<file path="src/rtl/softstart_pkg.sv">
package softstart_pkg;
   function automatic int unsigned umin(input int unsigned a, input int unsigned b);
      return (a < b) ? a : b;
   endfunction

   function automatic bit is_pow2(input int unsigned v);
      return (v != 0) && ((v & (v - 1)) == 0);
   endfunction
endpackage

</file>
<file path="src/rtl/ss_delay_timer.sv">
module ss_delay_timer #(
   parameter int unsigned DELAY_CYC = 2000
) (
   input  logic clk,
   input  logic rst_n,
   input  logic supply_ok,
   output logic dly_done
);
   localparam int unsigned CW = $clog2(DELAY_CYC + 1);
   localparam logic [CW-1:0] LIMIT = CW'(DELAY_CYC);

   generate
      if (DELAY_CYC < 1) begin : g_bad_delay
         $error("DELAY_CYC must be at least 1");
      end
   endgenerate

   logic [CW-1:0] cnt_q;

   always_ff @(posedge clk or negedge rst_n) begin
      if (!rst_n)              cnt_q <= '0;
      else if (!supply_ok)     cnt_q <= '0;
      else if (cnt_q != LIMIT) cnt_q <= cnt_q + 1'b1;
   end

   assign dly_done = (cnt_q == LIMIT);

   p_count_bound_r2: assert property (@(posedge clk) disable iff (!rst_n)
      cnt_q <= LIMIT);
   p_dip_restart_r10: assert property (@(posedge clk) disable iff (!rst_n)
      !supply_ok |=> cnt_q == '0);
endmodule

</file>
<file path="src/rtl/ss_ramp_gen.sv">
module ss_ramp_gen #(
   parameter int unsigned CODE_W   = 10,
   parameter int unsigned STEP     = 4,
   parameter int unsigned OPEN_MAX = 1023
) (
   input  logic              clk,
   input  logic              rst_n,
   input  logic              supply_ok,
   input  logic              dly_done,
   output logic [CODE_W-1:0] ramp_q
);
   localparam logic [CODE_W-1:0] TOP  = CODE_W'(OPEN_MAX);
   localparam logic [CODE_W-1:0] INC  = CODE_W'(STEP);
   localparam logic [CODE_W-1:0] KNEE = CODE_W'(OPEN_MAX - STEP);

   generate
      if (STEP == 0 || STEP > OPEN_MAX) begin : g_bad_step
         $error("STEP must be in 1..OPEN_MAX");
      end
      if (OPEN_MAX >= (1 << CODE_W)) begin : g_bad_top
         $error("OPEN_MAX must fit in CODE_W bits");
      end
   endgenerate

   logic [CODE_W-1:0] ramp_nx;
   always_comb begin
      if (ramp_q > KNEE) ramp_nx = TOP;
      else               ramp_nx = ramp_q + INC;
   end

   always_ff @(posedge clk or negedge rst_n) begin
      if (!rst_n)                       ramp_q <= '0;
      else if (!supply_ok || !dly_done) ramp_q <= '0;
      else                              ramp_q <= ramp_nx;
   end

   p_ramp_step_r4: assert property (@(posedge clk) disable iff (!rst_n)
      ($past(supply_ok && dly_done) && $past(ramp_q) <= KNEE)
      |-> ramp_q == $past(ramp_q) + INC);
   p_ramp_sat_r4: assert property (@(posedge clk) disable iff (!rst_n)
      ramp_q <= TOP);
   p_ramp_zero_r3: assert property (@(posedge clk) disable iff (!rst_n)
      !$past(dly_done) |-> ramp_q == '0);
endmodule

</file>
<file path="src/rtl/ss_fault_latch.sv">
module ss_fault_latch (
   input  logic clk,
   input  logic rst_n,
   input  logic supply_ok,
   input  logic fault_trip,
   output logic latched_q
);
   always_ff @(posedge clk or negedge rst_n) begin
      if (!rst_n)          latched_q <= 1'b0;
      else if (!supply_ok) latched_q <= 1'b0;
      else if (fault_trip) latched_q <= 1'b1;
   end

   p_fault_hold_r8: assert property (@(posedge clk) disable iff (!rst_n)
      (latched_q && supply_ok) |=> latched_q);
   p_fault_clear_r9: assert property (@(posedge clk) disable iff (!rst_n)
      !supply_ok |=> !latched_q);
endmodule

</file>
<file path="src/rtl/ss_setpoint.sv">
module ss_setpoint #(
   parameter int unsigned CODE_W   = 10,
   parameter int unsigned RATIO    = 3,
   parameter int unsigned PEAK_MAX = 300
) (
   input  logic [CODE_W-1:0] ramp_q,
   input  logic [CODE_W-1:0] ext_limit,
   input  logic              dly_done,
   output logic [CODE_W-1:0] ramp_code,
   output logic [CODE_W-1:0] peak_code,
   output logic              soft_done
);
   import softstart_pkg::*;

   localparam int unsigned END_INT = PEAK_MAX * RATIO;
   localparam logic [CODE_W-1:0] END_CODE = CODE_W'(END_INT);

   generate
      if (RATIO == 0) begin : g_bad_ratio
         $error("RATIO must be nonzero");
      end
      if (END_INT >= (1 << CODE_W)) begin : g_bad_end
         $error("PEAK_MAX*RATIO must fit in CODE_W bits");
      end
   endgenerate

   logic [CODE_W-1:0] capped, target;

   always_comb begin
      ramp_code = (ramp_q < ext_limit) ? ramp_q : ext_limit;
      capped    = (ramp_code < END_CODE) ? ramp_code : END_CODE;
      target    = (ext_limit < END_CODE) ? ext_limit : END_CODE;
      soft_done = dly_done && (ramp_code >= target);
   end

   generate
      if (is_pow2(RATIO)) begin : g_shift_div
         assign peak_code = capped >> $clog2(RATIO);
      end else begin : g_const_div
         assign peak_code = capped / CODE_W'(RATIO);
      end
   endgenerate
endmodule

</file>
<file path="src/rtl/softstart_seq.sv">
module softstart_seq #(
   parameter int unsigned CODE_W    = 10,
   parameter int unsigned DELAY_CYC = 2000,
   parameter int unsigned STEP      = 4,
   parameter int unsigned OPEN_MAX  = 1023,
   parameter int unsigned RATIO     = 3,
   parameter int unsigned PEAK_MAX  = 300
) (
   input  logic              clk,
   input  logic              rst_n,
   input  logic              supply_ok,
   input  logic [CODE_W-1:0] ext_limit,
   input  logic              fault_trip,
   output logic              gate_en,
   output logic [CODE_W-1:0] ramp_code,
   output logic [CODE_W-1:0] peak_code,
   output logic              soft_done,
   output logic              fault_latched
);
   generate
      if (PEAK_MAX * RATIO > OPEN_MAX) begin : g_bad_end
         $error("ramp end point exceeds OPEN_MAX");
      end
   endgenerate

   logic              dly_done;
   logic [CODE_W-1:0] ramp_q;

   ss_delay_timer #(.DELAY_CYC(DELAY_CYC)) u_timer (
      .clk(clk), .rst_n(rst_n), .supply_ok(supply_ok), .dly_done(dly_done));

   ss_ramp_gen #(.CODE_W(CODE_W), .STEP(STEP), .OPEN_MAX(OPEN_MAX)) u_ramp (
      .clk(clk), .rst_n(rst_n), .supply_ok(supply_ok), .dly_done(dly_done),
      .ramp_q(ramp_q));

   ss_fault_latch u_fault (
      .clk(clk), .rst_n(rst_n), .supply_ok(supply_ok), .fault_trip(fault_trip),
      .latched_q(fault_latched));

   ss_setpoint #(.CODE_W(CODE_W), .RATIO(RATIO), .PEAK_MAX(PEAK_MAX)) u_set (
      .ramp_q(ramp_q), .ext_limit(ext_limit), .dly_done(dly_done),
      .ramp_code(ramp_code), .peak_code(peak_code), .soft_done(soft_done));

   assign gate_en = dly_done && supply_ok && !fault_latched;

   p_gate_wait_r2: assert property (@(posedge clk) disable iff (!rst_n)
      gate_en |-> ramp_code == '0 || $past(gate_en) || $past(dly_done));
   p_gate_fault_r8: assert property (@(posedge clk) disable iff (!rst_n)
      fault_latched |-> !gate_en);
   p_clear_r9: assert property (@(posedge clk) disable iff (!rst_n)
      !supply_ok |=> ramp_code == '0 && !fault_latched);
   p_peak_bound_r6: assert property (@(posedge clk) disable iff (!rst_n)
      peak_code <= CODE_W'(PEAK_MAX));
   p_done_after_delay_r7: assert property (@(posedge clk) disable iff (!rst_n)
      soft_done |-> !$past(!supply_ok) || ramp_code == '0);
endmodule

</file>
<file path="config.mk">
export PLATFORM = sky130hd
export DESIGN_NAME = softstart_seq
export DESIGN_NICKNAME = d
export VERILOG_FILES = /design/src/rtl/softstart_pkg.sv /design/src/rtl/ss_delay_timer.sv /design/src/rtl/ss_ramp_gen.sv /design/src/rtl/ss_fault_latch.sv /design/src/rtl/ss_setpoint.sv /design/src/rtl/softstart_seq.sv
export SDC_FILE = /design/constraint.sdc
export NUM_CORES = 1
export LEC_CHECK = 0
export BUFFER_PORTS_ARGS = -buffer_cell sky130_fd_sc_hd__buf_4
export CAP_MARGIN = 40
export CORE_ASPECT_RATIO = 1.5
export CORE_MARGIN = 1.5
export CORE_UTILIZATION = 40
export DETAILED_ROUTE_END_ITERATION = 12
export PLACE_DENSITY = 0.65
export SKIP_LAST_GASP = 1
export SLEW_MARGIN = 30
export SYNTH_ARGS = -nofsm -noshare
export SYNTH_HDL_FRONTEND = slang
export SYNTH_SLANG_ARGS = --single-unit
</file>
<file path="constraint.sdc">
create_clock -name clk -period 19.66 [get_ports clk]
set_clock_uncertainty 0.05 [all_clocks]
set_input_delay 5.898 -clock clk [delete_from_list [all_inputs] [get_ports clk]]
set_output_delay 5.898 -clock clk [all_outputs]
set_load 0.01 [all_outputs]
</file>
# Word level (Yosys, flattened, before mapping)
# Cells that the tools add are included.
# totals
inputBits	14
out_inout_bits	23
elab_cells	31
register_bits	22
# classes
muxes	9
reduce_logical	7
div	1
eq_ne	4
addsub	2
magnitude_cmp	5
# op_table
operator	count
$mux 10	5
$mux 11	2
$lt 10x10->1 const B	2
$add 11x1->11 const B	1
$eq 11x11->1 const B	1
$ne 11x11->1 const B	1
$add 10x3->10 const B	1
$div 10x2->10 const B	1
$ge 10x10->1	1
$gt 10x10->1 const B	1
$lt 10x10->1	1
$ne 2x1->1 const B	2
$logic_and 1x1->1	3
$logic_not 1->1	3
$mux 1	2
$logic_or 1x1->1	1

# Depth between registers and ports, before layout
# Gate-level depths: netlist of run 1.
# depth
ltp_word	5
depth_mapped	21
ltp_nobuf	17

# By module
# From an unflattened synthesis of run 1, not the netlist that was laid out.
# unflattened
hier_cells	342
hier_area_um2	2780.2
# modules_own_cells
module	cells_each	area_each_um2	instances	seq_area_each_um2
ss_setpoint	237	1695.4	1	0.0
ss_delay_timer	60	596.8	1	275.3
ss_ramp_gen	42	446.7	1	225.2
ss_fault_latch	2	32.5	1	25.0
softstart_seq	1	8.8	1	0.0

# Least setup slack after synthesis of run 1
# No wires, ideal clock.
# synth_path
path_type	input -> output
startpoint	in ext_limit[7]
endpoint	out soft_done
n_path_buf	4
arrival_ns	9.361
required_time_ns	13.712
path_stages	21
setup_slack_ns	4.351
path_cell_list	buf_2 -> buf_2 -> inv_1 -> ha_1 -> a21oi_1 -> o21ai_1 -> a31o_2 -> buf_2 -> nor2_8 -> buf_6 -> mux2i_1 -> ha_1 -> nand2b_1 -> a21o_1 -> a21o_1 -> a21o_1 -> a21o_1 -> a21o_1 -> a21o_1 -> a21oi_1 -> o21ai_0
# synth_via
elab_chain_len	4
elab_cells_between_ends	6
cone_classes	3 x order compare; 2 x mux; 1 x reduce/logical
# synth_rtl
item	line	rtl
start, declared	softstart_seq.sv:12	input logic [CODE_W-1:0] ext_limit,
$lt 10x10->1 (on tied branches)	ss_setpoint.sv:30, ss_setpoint.sv:32	
$mux 10 (on tied branches)	ss_setpoint.sv:30, ss_setpoint.sv:32	
$ge 10x10->1 *	ss_setpoint.sv:33	soft_done = dly_done && (ramp_code >= target);
$logic_and 1x1->1 *	ss_setpoint.sv:33	
end, declared	softstart_seq.sv:17	output logic soft_done,
# Mark *: on every way between the ends. The rest lies on a longest branch, timed or not.

# Worst setup path after layout of run 1
# layout_path
startpoint	in ext_limit[9]
endpoint	out soft_done
# The elaborated chain is that of the path after synthesis.

==> results of run 1 <==
==> flip-flops by register name (all words and copies together) (netlist names) <==
signal / cells
u_timer.cnt_q: 11
u_ramp.ramp_q: 9
u_fault.latched_q: 1
==> worst max-delay path, cell delays in order <==
cell     delay, ps
buf_4          190
inv_1          100
ha_1           310
nand2_1         80
nor2_1         270
and3_1         500
nor2_8         170
a21oi_1        290
inv_1          120
ha_1           300
a21o_1         160
a21o_1         180
a21o_1         200
a21o_1         180
a21o_1         170
a21o_1         170
a21oi_1        140
o21ai_0        100
buf_4          150
==> kinds of logic (layout without fill, tap and decap cells) <==
group                      count (synthesis)  after routing  synth area share, %
AOI/OAI and AO/OA                        120            120                 24.7
xor gates and xnor gates                  29             29                 7.69
adders and majority gates                 25             25                 9.44
buffers and inverters                     53             67                 7.58
DFF                                       21             21                 15.9
muxes                                     20             20                 6.82
other                                      1              1                0.114
and+or+nand+nor                          164            164                 27.8
==> power by group <==
group	internal, mW	switching (mW)	total, mW
Clock	0.0275	0.0136	0.0411
Combinational	0.00902	0.0137	0.0227
Sequential	0.0439	0.000802	0.0447
Total	0.0804	0.0281	0.109
==> how the worst max path moves through the flow <==
stage               depth (start not counted)  slack [ps]         start        end
finish                                     19        4030  ext_limit[9]  soft_done
global route                               19        3720  ext_limit[9]  soft_done
CTS                                        19        4030  ext_limit[9]  soft_done
detailed placement                         19        4040  ext_limit[9]  soft_done
global placement                           18        4150  ext_limit[5]  soft_done
floorplan                                  21        4350  ext_limit[7]  soft_done
==> cells in the mapped netlist, types with 3 or more instances <==
cell      count  share of area, %
and3_1        7               1.3
nand4_1       9               1.7
dfrtp_1      21                16
mux2_2        6               2.0
nand3_1      24               3.6
o21a_1        3              0.68
mux2i_1      12               3.6
a31o_1        3              0.80
a22oi_1       4              0.91
nor3_1        4              0.61
buf_2        14               2.1
nand2_1      33               3.8
o21ai_0      20               3.0
nand3b_1      4              0.91
ha_1         24               9.1
o21ai_1       6              0.91
nor3b_1       4              0.91
and2_1       12               2.3
xor2_1       10               2.7
xnor2_1      19               5.0
a21oi_1      32               4.9
nor2b_1       6               1.1
a21o_1       11               2.5
a211oi_1      3              0.68
nand2b_1     11               2.1
clkbuf_1      4              0.45
nand3_2       3              0.91
a31oi_1       4              0.76
buf_4         5               1.1
inv_1        26               3.0
or4_1         3              0.68
o211ai_1      7               1.6
nor2_1       26               3.0
o22ai_1       4              0.76
==> routing by layer <==
layer  vias up  wire [um]
li1       1597          -
met4         0        315
met1      1498       3680
met3        24        192
met2        72       4620
met5         -          0
==> final cells by class <==
| cell class | instances | share of cell area, % |
|---|---|---|
| inverter | 26 | 2.68 |
| timing repair buffer | 37 | 7.62 |
| sequential | 21 | 14.4 |
| clock buffer | 4 | 2.16 |
| tap | 105 | 3.61 |
| multi-input combinational | 359 | 69.5 |
==> metrics by stage <==
stage | power, mW | hold WS (ps)
2_1_floorplan | 0.0608 | 478
3_3_place_gp | 0.0678 | 454
3_5_place_dp | 0.0682 | 467
4_1_cts | 0.110 | 483
5_1_grt | 0.114 | 510
6_report | 0.109 | 475
==> flow_summary.toml, run 1 <==
[cells_and_area]
final_area_um2 = 3640
fillers = 838
fin_util_pct = 45.5
diodes = 0
final_cells = 552
drive_above_1_share_pct = 15.2
nets = 486
multi_input_comb_area_um2 = 2530
layout_commonest_cell = "buf_4"
regArea_um2 = 526
area_growth_pct = 10.3
final_cell_mix = "buf_4 (37), nand2_1 (33), a21oi_1 (32)"

[clock_network]
cts_tree = "yes"
cts_htree_levels = 1
cts_root_buf = "clkbuf_16"
clk_latency_ps = 250
clockBufferDepth = 2
cts_setup_buffers = 0
hold_buffers = 0
cts_buffers = 3
cts.clk_slew.worst_paths_ps = 50
cts_resized = 0
cts_num_sinks = 21

[floorplan]
die_h_um = 114
initial_utilization_pct = 41.2
pin_count = 37
dieArea_um2 = 8820
rows = 40
die_w_um = 77.2
core_area_um2 = 8010

[route]
route.vias.total = 3191
final_antenna_net_count = 0
routed_wirelength_mm = 8.81
drtIter0Drc = 185
route.detailed.drc = 0
via_per_inst = 5.78
drt-wirelength-per-cell_um = 16.0
first_pass_iters = 4

[global_route]
grt.met3_usage_pct = 1.12
grt_max_degree = 29
grt_util_met2_pct = 38.8
busiest_layer = "met2"
use_met1_pct = 21.9
grt_pass1_wl_mm = 14.5
track_usage_pct = 20.1
grt_overflow = 0
first_global_vias = 3091
grt_antenna_before_repair = 0

[worst_hold_path]
min_from = "u_fault.latched_q$_DFFE_PN0P_"
hp-class = "flop to flop"
worstHoldEndpoint = "u_fault.latched_q$_DFFE_PN0P_"
hold_path_depth = 1

[worst_setup_path]
reg2reg_from = "u_ramp.ramp_q[9]$_DFF_PN0_"
cp.arrival_ps = 9680
worstRegToRegCells = 3
path_class = "input port to output pin"
worstPathMaxFanout = 27
reg2reg_to = "u_ramp.ramp_q[3]$_DFF_PN0_"
reg2reg_setup_slack_ps = 17650
critPathLaunchType = "input port"
cp-end-kind = "output pin"
crit_required_ps = 13710

[yosys]
yosysSeqAreaShare_pct = 15.9
ys_ff_latch = 21
yosysWarnings = 0
yosysUniqueCellTypes = 75
avgSynthCellArea_um2 = 7.63
postSynth.asyncResetShare_pct = 100
netlist_area_um2 = 3300
synthCells = 433
synthFlopType = "dfrtp_1"
synth_fp_nets = 471
synth-edff-count = 0

[sta]
max_freq_mhz = 64.0
setup_viol = 0
period_share_pct = 79.5
setup_tns_ps = 0
slew_headroom_pct = 46.6
finalHoldViolCount = 0
setup_ws_ps = 4030
tightest_slew_ps = 801
drv_slew = 0
rsz0062_at_grt = "no"
finalCriticalPeriod_ps = 15630

[pwr]
ir_worst_vdd_uv = 51.3
p_leak_nw = 1.75
power_density_nw_per_um2 = 29.8

[run_status]
outcome = "complete, no violations"

[placed_design]
postPlaceCellArea_um2 = 3560
gp_congestion = 0.892
dpl.cell_count = 548
dp_hpwl_mm = 6.96
dp_slack_ps = 4040
portBuffers = 35

[flow_run]
cap_violations = 0
Power figures use the tool's default switching activity.
==> run 2, diff against run 1 <==
--- a/config.mk
+++ b/config.mk
@@ -5,13 +5,14 @@
 export SDC_FILE = /design/constraint.sdc
 export NUM_CORES = 1
 export LEC_CHECK = 0
+export ABC_AREA = 1
 export BUFFER_PORTS_ARGS = -buffer_cell sky130_fd_sc_hd__buf_4
 export CAP_MARGIN = 40
 export CORE_ASPECT_RATIO = 1.5
 export CORE_MARGIN = 1.5
 export CORE_UTILIZATION = 40
 export DETAILED_ROUTE_END_ITERATION = 12
-export PLACE_DENSITY = 0.65
+export PLACE_DENSITY = 0.69
 export SKIP_LAST_GASP = 1
 export SLEW_MARGIN = 30
 export SYNTH_ARGS = -nofsm -noshare
==> constraint.sdc (replaced) <==
create_clock -name clk -period 13.1 [get_ports clk]
set_clock_uncertainty 0.05 [all_clocks]
set_input_delay 3.93 -clock clk [delete_from_list [all_inputs] [get_ports clk]]
set_output_delay 3.93 -clock clk [all_outputs]
set_load 0.01 [all_outputs]
==> flow_summary.toml, run 2 <==
[run_status]
outcome = "complete, no violations"

[pwr]
p_leak_nw = 1.54
ir_worst_vdd_uv = 71.6
power_density_nw_per_um2 = 46.0

[clock_network]
cts.clk_slew.worst_paths_ps = 70
cts_buffers = 3
cts_num_sinks = 21
clockBufferDepth = 2
cts_root_buf = "clkbuf_8"
clk_latency_ps = 260
cts_setup_buffers = 0
cts_tree = "yes"
cts_htree_levels = 1
cts_resized = 0
hold_buffers = 0

[yosys]
yosys-top-cells-count = "nand2_1 (67), inv_1 (56), nor2_1 (25), ha_1 (24), dfrtp_1 (21)"
netlist_area_um2 = 2320
yosysWarnings = 0
yosysMostFrequentCell = "nand2_1"
synthFlopType = "dfrtp_1"
ys_ff_latch = 21
yosysUniqueCellTypes = 38
ys_top_cells_by_area = "dfrtp_1 (23%), ha_1 (13%), nand2_1 (11%)"
avgSynthCellArea_um2 = 7.08
yosysTopAreaCellShare_pct = 22.7
post-synth-top-area-cell = "dfrtp_1"
yosysSeqAreaShare_pct = 22.7
synth-edff-count = 0
postSynth.asyncResetShare_pct = 100
synth_fp_nets = 365
synthCells = 327

[global_route]
grt_pass1_wl_mm = 8.69
grt_overflow = 0
grt_max_degree = 22
track_usage_pct = 17.1
grt_antenna_before_repair = 0
first_global_vias = 2172

[cells_and_area]
largest_reg_flops = 11
drive_above_1_share_pct = 23.7
area_growth_pct = 15.9
final_cells = 433
final_cell_mix = "nand2_1 (67), inv_1 (56), buf_4 (35)"
diodes = 0
regMostFlops = "u_timer.cnt_q"
layout_commonest_cell = "nand2_1"
nets = 402
top_regs = "u_timer.cnt_q (11), u_ramp.ramp_q (9), u_fault.latched_q (1)"

[sta]
finalHoldViolCount = 0
setup_viol = 0
rsz0062_at_grt = "no"
setup_tns_ps = 0
period_share_pct = 90.8
drv_slew = 0
max_freq_mhz = 84.1
finalCriticalPeriod_ps = 11900

[route]
route.vias.total = 2121
route.detailed.drc = 0
final_antenna_net_count = 0
drtIter0Drc = 61
first_pass_iters = 4
via_per_inst = 4.90
drt-wirelength-per-cell_um = 11.2
routed_wirelength_mm = 4.85

[placed_design]
gp_congestion = 0.779
dpl.cell_count = 429
portBuffers = 35
dp_hpwl_mm = 4.17

[worst_setup_path]
worstPathMaxFanout = 11
cp_common_cell = "nand2_1"
path_class = "input port to output pin"
slowest_delay_ps = 310
cp_slowest_cell = "ha_1"
critPathLaunchType = "input port"
cp.arrival_ps = 7920
cp-end-kind = "output pin"
crit_required_ps = 9120

[floorplan]
die_h_um = 96.2
pin_count = 37
core_area_um2 = 5530
rows = 33
dieArea_um2 = 6260
initial_utilization_pct = 41.9
die_w_um = 65.1

[worst_hold_path]
hp-class = "flop to flop"

[flow_run]
cap_violations = 0
run 2: layout make-up:
class / count / area [um2]
Fill cell: 583 / 2850
Multi-Input combinational cell: 242 / 1530
Sequential cell: 21 / 526
Timing Repair Buffer: 35 / 263
Inverter: 61 / 234
Tap cell: 70 / 87.6
Clock buffer: 4 / 45.0
run 2: worst max-delay path, delay by kind of cell:
kind / cells / cell delay, ps
AOI/OAI and AO/OA: 7 / 1030
adders and majority gates: 2 / 560
buffers and inverters: 6 / 570
and+or+nand+nor: 16 / 1810
run 2: metal layers:
metal	part of all wire, %	GRT usage [%]
met1	40	17.3
met2	54	35.5
met3	3.7	1.52
met4	2.2	6.08
met5	0	0
run 2: final timing paths:
path	cells past startpoint	startpoint	slack (ps)	to
hold / removal	1	u_timer.cnt_q[8]$_DFFE_PN0N_	440	u_timer.cnt_q[8]$_DFFE_PN0N_
hold reg to reg	1	u_timer.cnt_q[8]$_DFFE_PN0N_	440	u_timer.cnt_q[8]$_DFFE_PN0N_
setup reg to reg	9	u_timer.cnt_q[4]$_DFFE_PN0N_	11080	u_timer.cnt_q[2]$_DFFE_PN0N_
max in group asynchronous	1	rst_n	9290	u_ramp.ramp_q[9]$_DFF_PN0_
min in group asynchronous	1	rst_n	3490	u_fault.latched_q$_DFFE_PN0P_
setup / recovery	31	ext_limit[9]	1200	peak_code[0]
run 2: stage by stage:
step                utilization [%]  worst slack, ps  total power, mW  cell area (um2)  hold WS [ps]
global placement               47.7             1260           0.0838             2640           424
global route                   48.5              713            0.130             2690           476
floorplan                         -             1910           0.0764             2320           405
CTS                            48.5             1190            0.126             2690           443
finish                         48.5             1200            0.124             2690           436
detailed placement             47.7             1200           0.0843             2640           433
run 2: kinds of logic after synthesis:
group	Yosys count	share of synthesized area, %
flip-flops	21	22.7
AO/OA/AOI/OAI	61	17.8
XOR/XNOR	6	2.27
adder cells (fa/ha/maj)	24	13.0
AND/OR/NAND/NOR	150	32.9
buffers and inverters	64	11.2
other	1	0.162
run 2: power breakdown:
| group | total (mW) | switching (mW) | internal, mW |
|---|---|---|---|
| Clock | 0.0408 | 0.0191 | 0.0217 |
| Combinational | 0.0165 | 0.00968 | 0.00679 |
| Sequential | 0.0664 | 0.000635 | 0.0658 |
==> run 3, diff against run 2 <==
--- a/config.mk
+++ b/config.mk
@@ -12,7 +12,7 @@
 export CORE_MARGIN = 1.5
 export CORE_UTILIZATION = 40
 export DETAILED_ROUTE_END_ITERATION = 12
-export PLACE_DENSITY = 0.69
+export PLACE_DENSITY = 0.62
 export SKIP_LAST_GASP = 1
 export SLEW_MARGIN = 30
 export SYNTH_ARGS = -nofsm -noshare
==> flow_summary.toml, run 3 (same netlist as run 2, synthesis figures left out) <==
[global_route]
grt_pass1_wl_mm = 8.40
grt_max_degree = 22
first_global_vias = 2014
grt_overflow = 0
track_usage_pct = 16.5
grt_antenna_before_repair = 0

[clock_network]
cts_htree_levels = 1
cts_setup_buffers = 0
clockBufferDepth = 2
hold_buffers = 0
cts_resized = 0
cts_num_sinks = 21
cts_root_buf = "clkbuf_8"
clk_latency_ps = 250
cts_buffers = 3
cts_tree = "yes"
cts.clk_slew.worst_paths_ps = 70

[floorplan]
die_w_um = 65.1
core_area_um2 = 5530
pin_count = 37
die_h_um = 96.2
dieArea_um2 = 6260
initial_utilization_pct = 41.9
rows = 33

[placed_design]
dp_slack_ps = 1150
portBuffers = 35
postPlaceCellArea_um2 = 2640
dp_hpwl_mm = 4.24
gp_congestion = 0.774

[worst_setup_path]
reg2reg_from = "u_timer.cnt_q[4]$_DFFE_PN0N_"
cp_common_cell = "nand2_1"
reg2reg_setup_slack_ps = 11270
cp_slowest_cell = "ha_1"
worstPathMaxFanout = 11
critPathLaunchType = "input port"
cp_top_family = "simple AND/OR/NAND/NOR gates"
cp.arrival_ps = 7950
worstRegToRegCells = 9
reg2reg_to = "u_timer.cnt_q[2]$_DFFE_PN0N_"
crit_required_ps = 9120
worst-path-stages = 31
crit_buf_inv = 7
endpoint = "peak_code[0]"
worstSetupStartpoint = "ext_limit[9]"
slowest_delay_ps = 310
path_class = "input port to output pin"
cp-end-kind = "output pin"

[cells_and_area]
nets = 402
top_regs = "u_timer.cnt_q (11), u_ramp.ramp_q (9), u_fault.latched_q (1)"
final_area_um2 = 2690
final_cell_mix = "nand2_1 (67), inv_1 (56), buf_4 (35)"
layout_commonest_cell = "nand2_1"
area_growth_pct = 15.9
drive_above_1_share_pct = 23.7
diodes = 0
regMostFlops = "u_timer.cnt_q"
largest_reg_flops = 11
fillers = 579
fin_util_pct = 48.5

[sta]
drv_slew = 0
rsz0062_at_grt = "no"
max_freq_mhz = 83.8
setup_tns_ps = 0
period_share_pct = 91.1
finalCriticalPeriod_ps = 11930
setup_viol = 0
finalHoldViolCount = 0
setup_ws_ps = 1170

[pwr]
switchingPower_mw = 0.0295
ir_worst_vdd_uv = 79.7
clkPwrFrac_pct = 33.0
p_leak_nw = 1.54
combinationalPowerShare_pct = 13.4
power_density_nw_per_um2 = 46.0
netSwitchingFraction_pct = 23.9
power_mw = 0.124
intPower_mw = 0.0941
pwr-share-seq_pct = 53.7

[route]
route.detailed.drc = 0
via_per_inst = 4.92
first_pass_iters = 4
final_antenna_net_count = 0
route.vias.total = 2131
drt-wirelength-per-cell_um = 11.2
drtIter0Drc = 66
routed_wirelength_mm = 4.86

[run_status]
outcome = "complete, no violations"

[worst_hold_path]
hp-class = "flop to flop"

[flow_run]
cap_violations = 0
run 3: power by group through the flow:
stage / clock network (mW) / logic, mW / registers, mW
floorplan: 0 / 0.00883 / 0.0676
global placement: 0 / 0.0167 / 0.0676
detailed placement: 0 / 0.0168 / 0.0676
CTS: 0.0420 / 0.0169 / 0.0663
global route: 0.0447 / 0.0193 / 0.0665
finish: 0.0407 / 0.0165 / 0.0664
run 3: metrics by stage:
step           cells  hold WS [ps]
2_1_floorplan    327           405
3_3_place_gp     429           434
3_5_place_dp     429           430
4_1_cts          433           445
5_1_grt          433           465
6_report         433           445
run 3: worst min path at each step:
stage | endpoint | cells past startpoint | start
finish | u_timer.cnt_q[8]$_DFFE_PN0N_ | 1 | u_timer.cnt_q[8]$_DFFE_PN0N_
global route | u_timer.cnt_q[8]$_DFFE_PN0N_ | 1 | u_timer.cnt_q[8]$_DFFE_PN0N_
CTS | u_timer.cnt_q[8]$_DFFE_PN0N_ | 1 | u_timer.cnt_q[8]$_DFFE_PN0N_
detailed placement | u_timer.cnt_q[8]$_DFFE_PN0N_ | 1 | u_timer.cnt_q[8]$_DFFE_PN0N_
global placement | u_timer.cnt_q[8]$_DFFE_PN0N_ | 1 | u_timer.cnt_q[8]$_DFFE_PN0N_
floorplan | u_timer.cnt_q[8]$_DFFE_PN0N_ | 1 | u_timer.cnt_q[8]$_DFFE_PN0N_
run 3: routing by layer:
layer  GRT usage, %  wire [um]  part of all wire [%]  vias up
met5              0          0                     0        -
met4           2.78         40                  0.82        0
met3           1.40        132                   2.7        4
met2           35.7       2770                    57       27
met1           16.6       1910                    39      975
li1               -          -                     -     1125
run 3: layout make-up:
| cell class | instances | area [um2] | share of cell area [%] |
|---|---|---|---|
| Clock buffer | 4 | 45.0 | 1.68 |
| Timing Repair Buffer | 35 | 263 | 9.79 |
| Sequential cell | 21 | 526 | 19.6 |
| Tap cell | 70 | 87.6 | 3.26 |
| Inverter | 61 | 234 | 8.71 |
| Multi-Input combinational cell | 242 | 1530 | 57.0 |
run 3: worst register-to-register path, delay by kind of cell, from the launching register on:
kind,cells,cell delay [ps]
buffers and inverters,2,120
DFF,1,390
and+or+nand+nor,7,1170
